[config.mk]
export PLATFORM = sky130hd
export DESIGN_NAME = ts_frame_sync
export DESIGN_NICKNAME = d
export VERILOG_FILES = /design/src/rtl/ts_frame_sync.sv
export SDC_FILE = /design/constraint.sdc
export NUM_CORES = 1
export LEC_CHECK = 0
export ABC_AREA = 1
export BUFFER_PORTS_ARGS = -buffer_cell sky130_fd_sc_hd__clkbuf_2
export CORE_MARGIN = 2
export CORE_UTILIZATION = 52
export CTS_CLUSTER_SIZE = 30
export DETAILED_ROUTE_END_ITERATION = 8
export HOLD_SLACK_MARGIN = 0.1
export PLACE_DENSITY = 0.82
export SKIP_CTS_REPAIR_TIMING = 1
export SLEW_MARGIN = 30
export SYNTH_ARGS = -nofsm -noshare
export SYNTH_HDL_FRONTEND = slang
export SYNTH_SLANG_ARGS = --single-unit
[constraint.sdc]
create_clock -name clk -period 2 [get_ports clk]
set_clock_uncertainty 0.1 [all_clocks]
set_input_delay 0.2 -clock clk [delete_from_list [all_inputs] [get_ports clk]]
set_output_delay 0.2 -clock clk [all_outputs]
set_load 0.02 [all_outputs]
[src/rtl/ts_frame_sync.sv]
module ts_frame_sync #(
  parameter int PKT_LEN   = 204,
  parameter int THR_W     = 4,
  parameter int ACQ_INIT  = 3,
  parameter int LOSS_INIT = 3
) (
  input  logic             clk,
  input  logic             rst_n,
  input  logic             cfg_we,
  input  logic             cfg_sel,
  input  logic [THR_W-1:0] cfg_data,
  input  logic             in_valid,
  input  logic [7:0]       in_byte,
  output logic             out_valid,
  output logic [7:0]       out_byte,
  output logic             frame_lock,
  output logic             frame_start
);
  localparam int         IDX_W    = $clog2(PKT_LEN);
  localparam logic [7:0] SYNC_POS = 8'h47;
  localparam logic [7:0] SYNC_NEG = ~SYNC_POS;
  localparam logic [THR_W-1:0] CNT_MAX = '1;

  logic [IDX_W-1:0] idx;
  logic [THR_W-1:0] hits, miss, acq_thr, loss_thr;
  logic             locked;

  wire              is_sync  = (in_byte == SYNC_POS) || (in_byte == SYNC_NEG);
  wire              at_head  = (idx == '0);
  wire              at_last  = (idx == IDX_W'(PKT_LEN - 1));
  wire [IDX_W-1:0]  idx_inc  = at_last ? '0 : idx + 1'b1;
  wire [THR_W-1:0]  hits_nxt = (at_head && hits != '0) ?
                               ((hits == CNT_MAX) ? hits : hits + 1'b1) :
                               THR_W'(1);
  wire [THR_W-1:0]  miss_nxt = (miss == CNT_MAX) ? miss : miss + 1'b1;
  wire              acquire  = !locked && is_sync && (hits_nxt >= acq_thr);
  wire              drop     = locked && at_head && !is_sync && (miss_nxt >= loss_thr);

  assign frame_lock = locked;

  always_ff @(posedge clk or negedge rst_n) begin
    if (!rst_n) begin
      idx         <= '0;
      hits        <= '0;
      miss        <= '0;
      locked      <= 1'b0;
      acq_thr     <= THR_W'(ACQ_INIT);
      loss_thr    <= THR_W'(LOSS_INIT);
      out_valid   <= 1'b0;
      out_byte    <= '0;
      frame_start <= 1'b0;
    end else begin
      if (cfg_we) begin
        if (cfg_sel) loss_thr <= cfg_data;
        else         acq_thr  <= cfg_data;
      end
      out_valid   <= in_valid;
      frame_start <= in_valid && locked && at_head && !drop;
      if (in_valid) begin
        out_byte <= in_byte;
        if (locked) begin
          idx <= idx_inc;
          if (at_head) begin
            if (is_sync) begin
              miss <= '0;
            end else if (drop) begin
              locked <= 1'b0;
              miss   <= '0;
              hits   <= '0;
            end else begin
              miss <= miss_nxt;
            end
          end
        end else if (is_sync) begin
          idx  <= IDX_W'(1);
          hits <= hits_nxt;
          if (acquire) begin
            locked <= 1'b1;
            miss   <= '0;
          end
        end else begin
          idx <= idx_inc;
          if (at_head) hits <= '0;
        end
      end
    end
  end
endmodule

=== After elaboration in Yosys (flattened, before gate mapping) ===
Index checks and enable logic that the tools add are counted.

* Output and inout port bits: 11
* Word-level logic and storage cells: 69
* Register bits: 35

* Muxes and demuxes: 24
* Order comparisons: 2
* Reduce and logical (&&, ||, !) cells: 22
* Add/subtract/negate cells: 3
* Equal/unequal tests: 8
* Bitwise logic cells: 1

{| class="wikitable"
|+ Operators by type and width
! cell !! count
|-
| $mux 4 || 15
|-
| $mux 8 || 3
|-
| $eq 8x8->1 const B || 2
|-
| $logic_and 1x1->1 || 9
|-
| $add 4x1->4 const B || 2
|-
| $add 8x1->8 const B || 1
|-
| $eq 4x4->1 const B || 2
|-
| $eq 8x7->1 const B || 1
|-
| $ge 4x4->1 || 2
|-
| $logic_not 8->1 || 1
|-
| $mux 1 || 6
|-
| $reduce_bool 2->1 || 3
|-
| $reduce_and 5->1 || 1
|-
| $ne 2x1->1 const B || 2
|-
| $reduce_and 2->1 || 2
|-
| $reduce_and 4->1 || 1
|-
| $reduce_bool 4->1 || 1
|-
| $logic_not 1->1 || 3
|-
| $ne 2x2->1 const B || 1
|-
| $logic_or 1x1->1 || 1
|-
| $not 1->1 || 1
|}

=== Depth between registers and ports, before layout ===
* Word-level depth: 9
* Mapped depth: 18
* Mapped depth without buffers: 18

=== Least setup slack after synthesis ===
Ideal clock, no wire load.

* Path type: register to register
* Start point: register idx[0]
* End point: register miss[0]
* Path buffers: 0
* Period minus slack after synthesis: 2.106 ns
* Slack: -0.106 ns
* Data required time: 1.784 ns
* Arrival time: 1.890 ns
* Cell stages (with the launch flop): 18
* Setup time: 0.116 ns
* Cell sequence: dfrtp_1 inv_1 ha_1 inv_1 nor2_1 nand2_1 nor2_4 nand2_1 nor2_1 ha_1 inv_1 o21bai_1 nand2_1 nand3_1 a21oi_1 nor2_2 nand2_1 nand2_1

* Word-level cells in the longest chain between the ends: 8

{| class="wikitable"
|+ RTL lines
! item !! line !! source
|-
| from (decl) || 24 || <nowiki>logic [IDX_W-1:0] idx;</nowiki>
|-
| from (signal assigned) || 62 || <nowiki>idx <= idx_inc;</nowiki>
|-
| from (signal assigned) || 82 || <nowiki>idx <= idx_inc;</nowiki>
|-
| $logic_not 8->1 (*) || 29 || <nowiki>wire at_head = (idx == '0);</nowiki>
|-
| parallel branches: the longest is 7 deep, another holds $ge 4x4->1 || -- ||
|-
| to (signal assigned) || 71 || <nowiki>miss <= miss_nxt;</nowiki>
|-
| to (decl) || 25 || <nowiki>logic [THR_W-1:0] hits, miss, acq_thr, loss_thr;</nowiki>
|}

Every way passes the cells marked *. The select of a mux whose other input is x is not followed.
A chain may end at the register's enable or synchronous reset.

=== Worst setup path after layout ===
* Start point: register idx[1]
* End point: register miss[2]

Same word-level chain as after synthesis.

==> summary.md <==
| Metric | Value |
|---|---|
| Post-layout util | 70.2% |
| Post-Syn Area | 2130 um^2 |
| DRC viols | 0 |
| Syn-to-layout area delta | 30.8% |
| Worst setup SP type | register |
| # IOs | 28 |
| Peak supply drop | 590 uV |
| Status | finished with violations |
| Vias/cell | 5.08 |
| Synth Warn # | 0 |
| First-pass GRT wire length | 7380 um |
| I/O Buffers | 27 |
| Core Rows | 23 |
| Critical-path cell list | inv_2 > ha_4 > inv_2 > nor2_1 > nand2_1 > nor2_4 > nand2_2 > nor2_4 > ha_4 > inv_1 > o21bai_1 > nand2_1 > nand3_2 > nand3_2 > nand2_2 > nand2_4 > nand2_1 > nand2_1 |
| Compound-cell area share of the yosys netlist | 9.22% |
| Main combinational cell family by area after synthesis | simple AND/OR/NAND/NOR gates |
| Post-layout minimum cycle time | 2.31 ns |
| Placeable core area | 3970 um^2 |
| Initial cell density of the core | 53.7% |
| Critical Path Most Common Cell | nand2_1 |
| Maxcap violations | 0 |
| Root buffer cell | clkbuf_8 |
| Antenna diode count | 0 |
| Setup violations, final | 10 |
| Later-pin clock latency in the skew report | 0.29 ns |
| DP HPWL | 3240 um |
| Synth unique cells | 26 |
| Cells after synthesis | 283 |
| GP Congestion | 0.858 |
| Post-synthesis mux area share | 0% |
| Max-slew violation count | 0 |
| Register bit count reported by yosys | 35 |
| Clock buffer count from CTS | 5 |
| RSZ-0062 raised after global routing | true |
| Max transition margin | 44.6% |
| Clock transition at the registers of the reported paths | 0.07 ns |
| Critical path arrival | 2.38 ns |
| Seq/Total Area, Yosys | 41.3% |
| Adder-cell share of the synthesized area | 7.63% |
| Die W | 68.0 um |
| Final net count | 376 |
| CP bufs+invs | 3 |
| Max Root-Sink Buffers | 2 |
| Hold Slack | 0.0745 ns |
| Via count of the routed design | 2015 |
| Final hold vios | 0 |
| # clock sinks | 35 |
| Cell family with most CP delay | simple AND/OR/NAND/NOR gates |
| Setup WS post-layout | -0.312 ns |
| Total routed wirelength | 4760 um |
| Tot GR Track Use | 20.7% |
| Pin count of the biggest net entering global routing | 36 |
| Die area | 4630 um^2 |
| Post-synthesis simple-gate area fraction | 31.0% |
| CP max-delay cell | dfrtp_1 |
| Share of post-route cells with drive strength above 1 | 34.6% |
| Hold WC Path Type | in2reg |
| CP Data Required Time | 2.07 ns |
| Syn_nets | 313 |
| Max incr delay on CP | 0.40 ns |
| Leakage | 1.45 nW |
| Pwr dens | 775 nW/um^2 |
| Avg Cell Area, Syn | 7.53 um^2 |
| Final ANT Viol Nets | 0 |
| Synth Area in XOR/XNOR | 2.06% |
| Violated checks | negative setup slack |
| CTS tree | done |
| Drt first pass iters | 4 |
| Setup TNS | -1.95 ns |
| Worst slew pin tran | 0.831 ns |
| CP Max Fanout | 4 |
| Tcrit/Tclk final | 116% |
| DR iter-0 viols | 85 |
| Critical path type | reg2reg |
| Gr ovfl total | 0 |
| Vias in the first global route | 1822 |
| Die Height | 68.0 um |
| Max frequency | 433 MHz |
| Fill cell count | 282 |
| WL per Instance | 12.0 um |
| H-tree Lvls | 2 |
| Crit path capture type | register |
| Initial antenna violation count | 0 |
## synthesized netlist by cell type, drive strengths merged
cell / count / area [um^2]
nor3: 3 / 15.0
a211oi: 1 / 7.51
o21bai: 2 / 15.0
clkbuf: 3 / 21.3
nand2: 88 / 363
nor2: 32 / 143
nand3: 21 / 115
xor2: 4 / 35.0
a22oi: 1 / 7.51
dfstp: 4 / 105
nand4: 3 / 18.8
ha: 13 / 163
xnor2: 1 / 8.76
inv: 44 / 165
o21ai: 23 / 115
a21oi: 8 / 51.3
dfrtp: 31 / 776
or2: 1 / 6.26
## metal layers
| metal | up-vias | share of wire [%] | track usage (%) |
|---|---|---|---|
| li1 | 1014 | - | - |
| met1 | 951 | 45 | 26.2 |
| met2 | 41 | 51 | 36.4 |
| met3 | 9 | 3.5 | 3.45 |
| met4 | 0 | 1.2 | 5.50 |
| met5 | - | 0 | 0 |
## cell families after synthesis
| family | after synthesis |
|---|---|
| compound gates | 35 |
| xor+xnor | 5 |
| fa+ha+maj | 13 |
| buf+inv | 47 |
| flops | 35 |
| simple gates | 148 |
## final cells by class
type,instances,area (um^2),share of cell area [%]
Multi-Input combinational cell,202,1210,43.4
Timing Repair Buffer,58,383,13.7
Sequential cell,35,881,31.6
Tap cell,50,62.6,2.24
Inverter,44,165,5.92
Clock buffer,6,72.6,2.60
Clock inverter,2,12.5,0.449
## registers in the layout, summed over array words and instances (netlist names)
name         cells
miss             4
acq_thr          4
out_valid        1
hits             4
frame_start      1
loss_thr         4
out_byte         8
idx              8
frame_lock       1
## power by group
part           internal (mW)  switching, mW  leakage, nW
clock network          0.243          0.251       0.0412
logic                  0.326          0.420        0.978
registers              0.832         0.0884        0.433
## cells in the final DEF (no fill, tap or decap), types with 2 or more instances in the layout
| cell type | instances |
|---|---|
| nand2_4 | 5 |
| nand2_1 | 72 |
| nand2_2 | 12 |
| xor2_1 | 4 |
| dlygate4sd3_1 | 6 |
| clkbuf_2 | 27 |
| nand3_2 | 7 |
| ha_2 | 2 |
| nor2_4 | 2 |
| ha_1 | 7 |
| dfstp_2 | 4 |
| nor3_1 | 3 |
| inv_1 | 31 |
| inv_2 | 13 |
| nor2_2 | 7 |
| nor2_1 | 23 |
| ha_4 | 4 |
| o21ai_1 | 3 |
| nand4_1 | 3 |
| clkbuf_8 | 5 |
| dfrtp_1 | 31 |
| o21bai_1 | 2 |
| a21oi_1 | 5 |
| nand3_1 | 14 |
| o21ai_0 | 19 |
| buf_4 | 25 |
| a21oi_2 | 2 |
## through the flow
stage	area (um^2)	cells	setup slack [ns]	power [mW]
after floorplan	2160	283	-0.0563	1.33
after global placement	2490	378	-0.165	1.58
after detailed placement	2490	378	-0.241	1.60
after CTS	2580	386	-0.282	2.10
after global routing	2790	397	-0.449	2.29
final	2790	397	-0.312	2.16
## worst paths after layout
path                            slack [ns]  depth (start not counted)         from          end
worst max-delay path                 -0.31                         18       idx[1]      miss[2]
worst max register to register       -0.31                         18       idx[1]      miss[2]
min in group asynchronous             0.45                          2        rst_n  out_byte[2]
max in group asynchronous             0.82                          2        rst_n      miss[3]
worst min-delay path                  0.07                          3   in_byte[2]  out_byte[2]
worst min register to register        0.39                          2  out_byte[1]  out_byte[1]
## worst min-delay path, stage by stage
cell and delay [ns]:
clkbuf_2 0.09, inv_2 0.05, o21ai_0 0.07
Note: power is estimated with default switching activity, not from simulation.
